===== src/rtl/gpio_bank_pkg.sv =====
package gpio_bank_pkg;
  typedef enum logic [1:0] {
    KIND_IN  = 2'd0,
    KIND_OUT = 2'd1,
    KIND_POL = 2'd2,
    KIND_DIR = 2'd3
  } reg_kind_e;

  localparam logic [7:0] DIR_RESET = 8'hFF;
  localparam logic [7:0] OUT_RESET = 8'hFF;
  localparam logic [7:0] POL_RESET = 8'h00;
endpackage


===== src/rtl/gpio_sync.sv =====
module gpio_sync #(
  parameter int W = 16
) (
  input  logic         clk,
  input  logic         rst_n,
  input  logic [W-1:0] d_async,
  output logic [W-1:0] d_sync
);
  logic [W-1:0] stage1_q, stage2_q;

  always_ff @(posedge clk or negedge rst_n) begin
    if (!rst_n) begin
      stage1_q <= '0;
      stage2_q <= '0;
    end else begin
      stage1_q <= d_async;
      stage2_q <= stage1_q;
    end
  end

  assign d_sync = stage2_q;
endmodule


===== src/rtl/gpio_port.sv =====
module gpio_port
  import gpio_bank_pkg::*;
#(
  parameter int W = 8
) (
  input  logic         clk,
  input  logic         rst_n,
  input  logic [W-1:0] lvl_sync,
  input  logic [W-1:0] wdata,
  input  logic         wr_dir,
  input  logic         wr_out,
  input  logic         wr_pol,
  input  logic         rd_in,
  output logic [W-1:0] dir_q,
  output logic [W-1:0] out_q,
  output logic [W-1:0] pol_q,
  output logic [W-1:0] in_view,
  output logic         changed
);
  logic [W-1:0] snap_q;

  always_ff @(posedge clk or negedge rst_n) begin
    if (!rst_n) begin
      dir_q  <= DIR_RESET[W-1:0];
      out_q  <= OUT_RESET[W-1:0];
      pol_q  <= POL_RESET[W-1:0];
      snap_q <= '0;
    end else begin
      if (wr_dir) dir_q <= wdata;
      if (wr_out) out_q <= wdata;
      if (wr_pol) pol_q <= wdata;
      if (rd_in)  snap_q <= lvl_sync;
    end
  end

  // Captured value as the reader sees it, after inversion.
  assign in_view = lvl_sync ^ pol_q;
  // Only input-direction pins take part in the compare.
  assign changed = |((lvl_sync ^ snap_q) & dir_q);

  p_dir_store_r3: assert property (@(posedge clk) disable iff (!rst_n)
    wr_dir |=> dir_q == $past(wdata));
  p_out_store_r3: assert property (@(posedge clk) disable iff (!rst_n)
    wr_out |=> out_q == $past(wdata));
  p_pol_store_r3: assert property (@(posedge clk) disable iff (!rst_n)
    wr_pol |=> pol_q == $past(wdata));
  p_snap_hold_r9: assert property (@(posedge clk) disable iff (!rst_n)
    !rd_in |=> $stable(snap_q));
  p_snap_load_r9: assert property (@(posedge clk) disable iff (!rst_n)
    rd_in |=> snap_q == $past(lvl_sync));
endmodule


===== src/rtl/gpio_bank.sv =====
module gpio_bank
  import gpio_bank_pkg::*;
#(
  parameter int N_PORTS = 2,
  parameter int PORT_W  = 8,
  localparam int PSEL_W = $clog2(N_PORTS),
  localparam int ADDR_W = PSEL_W + 2,
  localparam int PINS   = N_PORTS * PORT_W
) (
  input  logic              clk,
  input  logic              rst_n,
  input  logic [ADDR_W-1:0] reg_addr,
  input  logic              reg_wr,
  input  logic              reg_rd,
  input  logic [PORT_W-1:0] reg_wdata,
  output logic [PORT_W-1:0] reg_rdata,
  input  logic [PINS-1:0]   pin_in,
  output logic [PINS-1:0]   pin_oe,
  output logic [PINS-1:0]   pin_out,
  output logic              irq_n
);
  reg_kind_e         kind;
  logic [PSEL_W-1:0] psel;
  logic [PINS-1:0]   lvl_sync;
  logic [PORT_W-1:0] dir_a [N_PORTS];
  logic [PORT_W-1:0] out_a [N_PORTS];
  logic [PORT_W-1:0] pol_a [N_PORTS];
  logic [PORT_W-1:0] view_a[N_PORTS];
  logic [N_PORTS-1:0] chg;
  logic [PORT_W-1:0] rd_mux;
  logic              irq_q;

  assign kind = reg_kind_e'(reg_addr[ADDR_W-1 -: 2]);
  assign psel = reg_addr[PSEL_W-1:0];

  gpio_sync #(.W(PINS)) u_sync (
    .clk(clk), .rst_n(rst_n), .d_async(pin_in), .d_sync(lvl_sync)
  );

  for (genvar i = 0; i < N_PORTS; i++) begin : g_port
    logic hit;
    assign hit = (psel == PSEL_W'(i));

    gpio_port #(.W(PORT_W)) u_port (
      .clk     (clk),
      .rst_n   (rst_n),
      .lvl_sync(lvl_sync[i*PORT_W +: PORT_W]),
      .wdata   (reg_wdata),
      .wr_dir  (reg_wr && hit && kind == KIND_DIR),
      .wr_out  (reg_wr && hit && kind == KIND_OUT),
      .wr_pol  (reg_wr && hit && kind == KIND_POL),
      .rd_in   (reg_rd && hit && kind == KIND_IN),
      .dir_q   (dir_a[i]),
      .out_q   (out_a[i]),
      .pol_q   (pol_a[i]),
      .in_view (view_a[i]),
      .changed (chg[i])
    );

    assign pin_oe [i*PORT_W +: PORT_W] = ~dir_a[i];
    assign pin_out[i*PORT_W +: PORT_W] = out_a[i];
  end

  always_comb begin
    case (kind)
      KIND_IN:  rd_mux = view_a[psel];
      KIND_OUT: rd_mux = out_a[psel];
      KIND_POL: rd_mux = pol_a[psel];
      default:  rd_mux = dir_a[psel];
    endcase
  end

  always_ff @(posedge clk or negedge rst_n) begin
    if (!rst_n) begin
      reg_rdata <= '0;
      irq_q     <= 1'b0;
    end else begin
      if (reg_rd) reg_rdata <= rd_mux;
      irq_q <= |chg;
    end
  end

  assign irq_n = ~irq_q;

  p_rdata_hold_r3: assert property (@(posedge clk) disable iff (!rst_n)
    !reg_rd |=> $stable(reg_rdata));
  p_irq_follows_r8: assert property (@(posedge clk) disable iff (!rst_n)
    (|chg) |=> !irq_n);
endmodule


===== config.mk =====
export PLATFORM = sky130hd
export DESIGN_NAME = gpio_bank
export DESIGN_NICKNAME = d
export VERILOG_FILES = /design/src/rtl/gpio_bank_pkg.sv /design/src/rtl/gpio_sync.sv /design/src/rtl/gpio_port.sv /design/src/rtl/gpio_bank.sv
export SDC_FILE = /design/constraint.sdc
export NUM_CORES = 1
export LEC_CHECK = 0
export BUFFER_PORTS_ARGS = -buffer_cell sky130_fd_sc_hd__buf_2
export CAP_MARGIN = 20
export CORE_UTILIZATION = 51
export CTS_CLUSTER_DIAMETER = 150
export DETAILED_ROUTE_END_ITERATION = 7
export PLACE_DENSITY = 0.74
export SLEW_MARGIN = 20
export SYNTH_ARGS = -nofsm -noshare
export SYNTH_HDL_FRONTEND = slang
export SYNTH_SLANG_ARGS = --single-unit

===== constraint.sdc =====
create_clock -name clk -period 1.3 [get_ports clk]
set_clock_uncertainty 0.1 [all_clocks]
set_input_delay 0.065 -clock clk [delete_from_list [all_inputs] [get_ports clk]]
set_output_delay 0.065 -clock clk [all_outputs]
set_load 0.01 [all_outputs]

==> results of run 1 <==
[timing repair]
item                       in CTS  in global routing
setup endpoints to repair      10                 35
buffers inserted                6                  4
hold buffers                   27                  0
gates cloned                    0                  0
pin swaps                      13                 12
gates resized for setup        25                 33
hold endpoints to repair      153                  0
[through the flow]
| step | util (%) | hold WS (ns) | total power [mW] | setup WS, ns |
|---|---|---|---|---|
| after global routing | 71.9 | 0.0355 | 9.13 | -0.150 |
| after global placement | 63.1 | -0.149 | 6.29 | -0.291 |
| after detailed placement | 63.1 | -0.147 | 6.38 | -0.328 |
| after floorplan | - | -0.331 | 5.50 | 0.00298 |
| final | 71.9 | 0.0421 | 8.73 | -0.117 |
| after CTS | 70.1 | 0.0211 | 8.55 | -0.103 |
[cell type report]
cell class / instances / area (sq um) / share of cell area [%]
timing repair buffer: 167 / 1270 / 20.1
sequential: 105 / 2670 / 42.4
multi-input combinational: 206 / 1950 / 30.9
clock inverter: 3 / 23.8 / 0.377
clock buffer: 13 / 169 / 2.68
tap: 108 / 135 / 2.14
inverter: 24 / 90.1 / 1.43
[state kept, by name, indices dropped and copies added (netlist names)]
name and count:
irq_q 1, g_port.u_port.pol_q 16, u_sync.stage1_q 16, g_port.u_port.dir_q 16
g_port.u_port.out_q 16, u_sync.d_sync 16, reg_rdata 8, g_port.u_port.snap_q 16
[worst paths after layout]
| check | start | end | slack, ns | depth (start not counted) |
|---|---|---|---|---|
| max | u_sync.d_sync[9] | reg_rdata[1] | -0.12 | 4 |
| max in group asynchronous | rst_n | g_port[0].u_port.snap_q[5] | 0.38 | 3 |
| max reg2reg | u_sync.d_sync[9] | reg_rdata[1] | -0.12 | 4 |
| min reg2reg | u_sync.stage1_q[2] | u_sync.d_sync[2] | 0.26 | 0 |
| min in group asynchronous | rst_n | g_port[0].u_port.dir_q[5] | 0.15 | 2 |
| min | reg_rd | reg_rdata[2] | 0.04 | 3 |
[cell usage in the layout (no fill, tap or decap), drive strengths merged, types with 4 or more instances in the layout]
cell           n
a211oi         9
a21oi          5
a221oi         4
a22oi          4
a31oi          7
buf          140
clkbuf        13
dfrtp         73
dfstp         32
dlygate4sd3   26
inv           24
mux2          63
mux2i          7
nand2         12
nand3          4
nor2          13
nor3           5
o21ai         11
o21bai         4
o22ai         11
xnor2         16
xor2           4
[cell families (layout without fill, tap and decap cells)]
logic type | after synthesis | in the layout
buffers and inverters | 39 | 207
multiplexers | 70 | 70
flip-flops | 105 | 105
XOR/XNOR | 20 | 20
AO/OA/AOI/OAI | 67 | 67
AND/OR/NAND/NOR | 49 | 49
[tightest hold or removal path: cells and delay by family]
| family | cells | cell delay (ns) |
|---|---|---|
| buf+inv | 2 | 0.29 |
| compound gates | 1 | 0.12 |
[where the power goes]
group	switching, mW	internal (mW)	leakage (nW)
Sequential	0.472	3.97	1.19
Combinational	1.05	1.29	1.54
Clock	1.08	0.859	0.0919
[metal layers]
layer,share of wire [%],track usage [%]
met4,2.3,9.50
met3,7.0,4.82
met2,50,42.1
met5,0,0
met1,41,35.1
==> impl_results.md, run 1 <==
* Tot GR Track Use at 26.0%
* Ys flop type: dfrtp_1
* Max Cap Violations at 0
* Clock sinks at 105
* Max rail drop VDD at 0.828 mV
* Critical-path top delay cell: dfrtp_2
* Crit Path Category: reg2reg
* Critical path's top delay family: compound AO/OA/AOI/OAI gates
* Failing checks: setup timing
* Mapped Nets at 381
* Initial antenna violation count at 0
* Fin worst setup slack at -0.117 ns
* Area growth, synth to finish at 35.4%
* Routed len/inst at 19.2 um
* Synth top area share at 39.2%
* H-tree depth at 3
* Detailed Routing Iterations Pass 1 at 4
* Hold crit path type: in2reg
* Number of synthesized flops with an enable pin at 0
* Synth cell count leaders: 73 x dfrtp_1, 43 x mux2_2, 32 x dfstp_2
* Initial Utilization at 53.1%
* CTS Root Cell: clkbuf_8
* Critical Path RT at 1.45 ns
* Slew HR at 65.5%
* Row count at 34
* Finished Layout Cells at 626
* Vias in the first global route at 3,546
* Slew Viols, Final at 0
* Largest family of logic cells by synthesized area: multiplexers
* Vias at 3,508
* Adder-cell share of the synthesized area at 0%
* CP Capture Type: register
* Synth Warn # at 0
* Largest cells by area after synthesis: dfrtp_1 39%, dfstp_2 18%, mux2_2 10%
* Setup violators final at 5
* First-pass GRT wire length at 18.7 mm
* Setup TNS at -0.256 ns
* Pleak at 2.82 nW
* Fillers at 598
* Startpoint class of the critical path: register
* Simple-gate share of the synthesized area at 6.91%
* Synth area leader: dfrtp_1
* Synth unique cells at 49
* # diodes at 0
* Cells after DPL at 573
* Share of cells above drive strength 1 at 56.2%
* CTS Buf Count at 9
* CP Cell Sequence: o21ba_4 > a221o_1 > o311ai_2 > a21oi_1
* DRT Wirelength at 12.0 mm
* Detailed placement HPWL at 8.28 mm
* Total global routing overflow at 0
* Ys async rst share at 100%
* Synth Area in XOR/XNOR at 3.76%
* Max FO, Critical Path at 4
* DP Area at 5530 sq um
* CTS tree: built
* Die ar. at 9510 sq um
* Gate Count Post-Synth at 350
* Top-count cell post-synth: dfrtp_1
* Syn avg cell area at 13.3 sq um
* Outcome: complete, but fails checks
* Skew-Pair Late Insertion Delay at 0.36 ns
* Synth Cell Area at 4650 sq um
* Worst-path clk slew at 0.10 ns
* Design area at 6300 sq um
* I/O Buffers at 71
* Final ANT Viol Nets at 0
* Drt via density at 5.60
* Hold violation total from the final report at 0
* Largest net degree at the start of global routing at 56
* Fmax at 706 MHz
* Min Tclk post-route at 1.42 ns
* Final cycle utilization of the critical path at 109%
* Pwr per Cell Area at 1380 nW/um^2
* Drt first-iter violations at 184
* Buf/Inv on CP at 0
* Die Y at 97.5 um
* Compound-Gate Fraction of Synth Area at 10.3%
* Area of the core at 8760 sq um
* I/O pin count at 72
* Seq/Total Area, Yosys at 57.3%
* Drc violations at 0
* Max Root-Sink Buffers at 2
* Nets at 544
* Die width at 97.5 um
* Worst Path Arrival at 1.57 ns
* RSZ-0062 raised after global routing: true
* Routability congestion estimate at 0.910
* #FFs+latches synth at 105
* Slew @ Worst Pin at 0.517 ns
* Worst path max stage delay at 0.45 ns
* Mux cell area share after synthesis at 17.4%
No activity file was read; power rests on OpenSTA's default activity.
==> inputs of run 2 (changes only) <==
--- a/config.mk
+++ b/config.mk
@@ -14,4 +14,5 @@
 export SLEW_MARGIN = 20
 export SYNTH_ARGS = -nofsm -noshare
 export SYNTH_HDL_FRONTEND = slang
+export SYNTH_HIERARCHICAL = 1
 export SYNTH_SLANG_ARGS = --single-unit
==> impl_results.md, run 2 <==
* Outcome: complete, but fails checks
* Failing checks: setup timing
* H-tree depth at 3
* Syn avg cell area at 15.2 sq um
* Top-count cell post-synth: dfrtp_1
* Die width at 98.7 um
* Detailed placement HPWL at 7.54 mm
* Mapped Nets at 345
* DRT Wirelength at 11.4 mm
* Die ar. at 9740 sq um
* Largest cells by area after synthesis: dfrtp_1 38%, dfstp_2 18%, mux2_4 15%
* Largest net degree at the start of global routing at 70
* Pre-CTS setup slack at -0.227 ns
* Synth top area share at 38.3%
* CP Capture Type: register
* Finished Layout Cells at 621
* Drt first-iter violations at 193
* Fin worst setup slack at -0.260 ns
* Slew HR at 69.1%
* Row count at 34
* Die Y at 98.7 um
* Design area at 6740 sq um
* Synth cell count leaders: 73 x dfrtp_1, 48 x mux2_4, 32 x dfstp_2, 32 x mux2i_1, 32 x xor2_1
* Startpoint class of the critical path: register
* Nets at 539
* #FFs+latches synth at 105
* Tot GR Track Use at 24.9%
* RSZ-0062 raised after global routing: true
* Critical Path RT at 1.51 ns
* Ys async rst share at 100%
* Min Tclk post-route at 1.56 ns
* Setup violators final at 25
* Initial Utilization at 53.6%
* Pleak at 3.23 nW
* Synth area leader: dfrtp_1
* Area of the core at 8890 sq um
* Fmax at 641 MHz
* Tot Pwr at 9.83 mW
* Synth Warn # at 6
* Synth unique cells at 24
* Drc violations at 0
* Crit Path Category: reg2reg
* Clock sinks at 105
* Slew @ Worst Pin at 0.464 ns
* CTS tree: built
* Hold violation total from the final report at 0
* CTS Buf Count at 9
* Max rail drop VDD at 0.672 mV
* Synth Cell Area at 4770 sq um
* # diodes at 0
* Gate Count Post-Synth at 314
* I/O pin count at 72
* Max FO, Critical Path at 2
* Cells after DPL at 549
* First-pass GRT wire length at 18.1 mm
* I/O Buffers at 71
* Ys flop type: dfrtp_1
* Total global routing overflow at 0
* Most frequent cells in the layout: 72 x dfrtp_1, 67 x buf_4, 65 x buf_6
* Util after Layout at 75.9%
* Commonest non-fill, non-tap cell in the layout: dfrtp_1
* Routability congestion estimate at 0.828
* Drt via density at 5.18
* Final cycle utilization of the critical path at 120%
* Vias in the first global route at 3,420
* Setup TNS at -2.29 ns
* Vias at 3,216
* Seq/Total Area, Yosys at 56.0%
* CTS Root Cell: clkbuf_8
* Max Root-Sink Buffers at 2
* Routed len/inst at 18.4 um
* Worst hold slack at 0.136 ns
* Number of synthesized flops with an enable pin at 0
* Worst Path Arrival at 1.77 ns
* Detailed Routing Iterations Pass 1 at 4
* Pwr per Cell Area at 1460 nW/um^2
* Hold crit path type: in2async
* Area growth, synth to finish at 41.5%
* Worst-path clk slew at 0.10 ns
* Share of cells above drive strength 1 at 60.4%
* Initial antenna violation count at 0
* Skew-Pair Late Insertion Delay at 0.37 ns
* DP Area at 5710 sq um
* Slew Viols, Final at 0
* Fillers at 539
* Max Cap Violations at 0
* Final ANT Viol Nets at 0
## run 2: power by group
group	internal, mW	total [mW]	leakage [nW]	switching [mW]
clock	0.718	1.87	0.0957	1.15
combinational	2.22	3.53	1.94	1.31
sequential	3.99	4.43	1.19	0.441
total	6.92	9.83	3.23	2.91
## run 2: path summary, 6_finish.rpt
path	from	end	slack, ns	cells after the start
hold / removal	rst_n	reg_rdata[5]	0.14	3
max in group asynchronous	rst_n	g_port[0].u_port/dir_q[1]	0.55	3
setup / recovery	g_port[1].u_port/pol_q[5]	reg_rdata[5]	-0.26	4
min in group clk	pin_in[1]	u_sync/stage1_q[1]	0.22	2
hold reg to reg	u_sync/stage1_q[15]	u_sync/d_sync[15]	0.25	0
setup reg to reg	g_port[1].u_port/pol_q[5]	reg_rdata[5]	-0.26	4
## run 2: cells by family (layout without fill, tap and decap cells)
group           count (synthesis)  after routing  share of synthesized area [%]
buf+inv                        33            232                           4.20
simple gates                   24             24                           2.44
flops                         105            105                           56.0
mux                           104            104                           29.4
compound gates                 16             16                           2.10
xor+xnor                       32             32                           5.88
## run 2: what timing repair did
action / in CTS / in global routing
hold buffers: 27 / 0
pin swaps: 12 / 6
endpoints found under the setup margin: 40 / 41
resized for setup: 73 / 20
hold endpoints to repair: 171 / 0
buffers inserted: 17 / 12
## run 2: area by class of cell
type / count / area (sq um) / share of cell area (%)
clock buffer: 9 / 124 / 1.84
inverter: 17 / 68.8 / 1.02
timing repair buffer: 199 / 1740 / 25.7
sequential: 105 / 2670 / 39.6
clock inverter: 7 / 52.6 / 0.779
tap: 108 / 135 / 2.00
multi-input combinational: 176 / 1960 / 29.1
## run 2: per-layer routing
layer  GRT usage [%]  vias up  wire length, um
met5               0        -                0
met4            8.84        0              195
met3            3.69       14              547
met2            39.1       98             5470
met1            35.6     1638             5200
li1                -     1466                -
## run 2: critical path, cell delays in order, from the launching register on
cell     delay (ns)
dfrtp_1        0.41
xor2_1         0.22
mux2i_1        0.13
mux4_2         0.50
a21oi_2        0.14
==> inputs of run 3 (changes only) <==
--- a/config.mk
+++ b/config.mk
@@ -9,8 +9,10 @@
 export CAP_MARGIN = 20
 export CORE_UTILIZATION = 51
 export CTS_CLUSTER_DIAMETER = 150
+export CTS_CLUSTER_SIZE = 24
 export DETAILED_ROUTE_END_ITERATION = 7
 export PLACE_DENSITY = 0.74
+export SKIP_LAST_GASP = 1
 export SLEW_MARGIN = 20
 export SYNTH_ARGS = -nofsm -noshare
 export SYNTH_HDL_FRONTEND = slang
==> impl_results.md, run 3 (synthesis results as in run 2) <==
* # diodes at 0
* Pleak at 3.23 nW
* CP Cell Sequence: xor2_2 > mux2i_1 > mux4_2 > a21oi_2
* Max Cap Violations at 0
* Nets at 540
* I/O pin count at 72
* Setup violators final at 25
* Worst path max stage delay at 0.47 ns
* Initial antenna violation count at 0
* Area growth, synth to finish at 41.6%
* Drt via density at 5.15
* Slew HR at 69.2%
* Critical Path RT at 1.51 ns
* Final ANT Viol Nets at 0
* CTS Buf Count at 9
* Most frequent cells in the layout: 72 x dfrtp_1, 69 x buf_4, 64 x buf_6
* R2r setup slk at -0.22 ns
* Min Tclk post-route at 1.52 ns
* I/O Buffers at 71
* Outcome: complete, but fails checks
* CTS Root Cell: clkbuf_8
* H-tree depth at 3
* First-pass GRT wire length at 17.9 mm
* Final cycle utilization of the critical path at 117%
* Startpoint class of the critical path: register
* DRT Wirelength at 11.3 mm
* CP startpoint: g_port[0].u_port/pol_q[2]
* Commonest non-fill, non-tap cell in the layout: dfrtp_1
* CTS tree: built
* Worst reg2reg startpoint: g_port[0].u_port/pol_q[2]
* P_int at 6.93 mW
* Net switching power at 2.90 mW
* Critical path's top delay family: multiplexers
* Routability congestion estimate at 0.828
* Pwr per Cell Area at 1460 nW/um^2
* Die ar. at 9740 sq um
* Initial Utilization at 53.6%
* Total global routing overflow at 0
* Failing checks: setup timing
* Combinational share of power at 35.9%
* Max Root-Sink Buffers at 2
* RR Endpoint: reg_rdata[2]
* Vias at 3,205
* Worst hold slack at 0.130 ns
* Sequential power share at 45.0%
* Worst Path Arrival at 1.73 ns
* Largest net degree at the start of global routing at 70
* CP Capture Type: register
* Row count at 34
* Slew Viols, Final at 0
* Pre-CTS setup slack at -0.227 ns
* Worst r2r path cells at 4
* Hold violation total from the final report at 0
* Clock sinks at 105
* Fillers at 540
* Drc violations at 0
* Clk pwr share at 19.1%
* Die width at 98.7 um
* Max FO, Critical Path at 2
* RSZ-0062 raised after global routing: true
* Vias in the first global route at 3,392
* Skew-Pair Late Insertion Delay at 0.38 ns
* Detailed placement HPWL at 7.54 mm
* Critical-path top delay cell: mux4_2
* Worst-path clk slew at 0.10 ns
* Crit Path Category: reg2reg
* Slew @ Worst Pin at 0.462 ns
* Drt first-iter violations at 226
* Area of the core at 8890 sq um
* Fmax at 657 MHz
* Fin worst setup slack at -0.222 ns
* Setup TNS at -2.22 ns
* Detailed Routing Iterations Pass 1 at 4
* Share of cells above drive strength 1 at 60.5%
* Fraction of power spent switching nets at 29.5%
* Buf/Inv on CP at 0
* Die Y at 98.7 um
* Routed len/inst at 18.1 um
* Max rail drop VDD at 0.672 mV
* Tot GR Track Use at 24.6%
* Hold crit path type: in2async
run 3: cell types whose count changed in the layout (fill, tap and decap cells not counted):
cell	previous run	this run
buf_6	65	64
buf_4	67	69
run 3: cell type report:
class                      count  area, sq um  area share [%]
timing repair buffer         200         1740            25.8
multi-input combinational    176         1960            29.0
clock inverter                 7         52.6           0.779
sequential                   105         2670            39.6
inverter                      17         68.8            1.02
clock buffer                   9          124            1.84
tap                          108          135            2.00
run 3: what timing repair did:
| item | 4_1_cts | 5_1_grt |
|---|---|---|
| gates resized for setup | 72 | 21 |
| hold buffers | 27 | 0 |
| pin swaps | 11 | 7 |
| buffers inserted | 17 | 14 |
| hold endpoints to repair | 171 | 0 |
| endpoints found under the setup margin | 40 | 41 |
run 3: stage by stage:
step | power, mW | cells | utilization [%] | instance area (sq um)
detailed placement | 7.04 | 549 | 64.2 | 5710
global route | 10.3 | 622 | 75.9 | 6750
finish | 9.83 | 622 | 75.9 | 6750
global placement | 6.93 | 549 | 64.2 | 5710
floorplan | 5.80 | 314 | - | 4800
CTS | 9.59 | 609 | 74.0 | 6580
run 3: layer usage:
metal / global-route usage (%) / routed length (um)
met5: 0 / 0
met4: 7.81 / 140
met3: 3.48 / 436
met2: 38.3 / 5410
met1: 36.0 / 5300
run 3: how the worst max path moves through the flow:
stage / slack [ns] / to / cells after the start
after floorplan: -0.03 / reg_rdata[2] / 3
after CTS: -0.19 / reg_rdata[2] / 4
final: -0.22 / reg_rdata[2] / 4
after global routing: -0.29 / reg_rdata[0] / 4
after global placement: -0.21 / irq_q / 4
after detailed placement: -0.23 / irq_q / 4
run 3: power by group through the flow:
stage	Combinational, mW	Sequential (mW)	Clock, mW
global route	3.75	4.49	2.07
floorplan	1.32	4.48	0
finish	3.53	4.42	1.88
detailed placement	2.63	4.42	0
global placement	2.54	4.39	0
CTS	3.28	4.38	1.93
run 3: worst min-delay path, delay by kind of cell:
family | cells | cell delay (ns)
buf+inv | 3 | 0.94
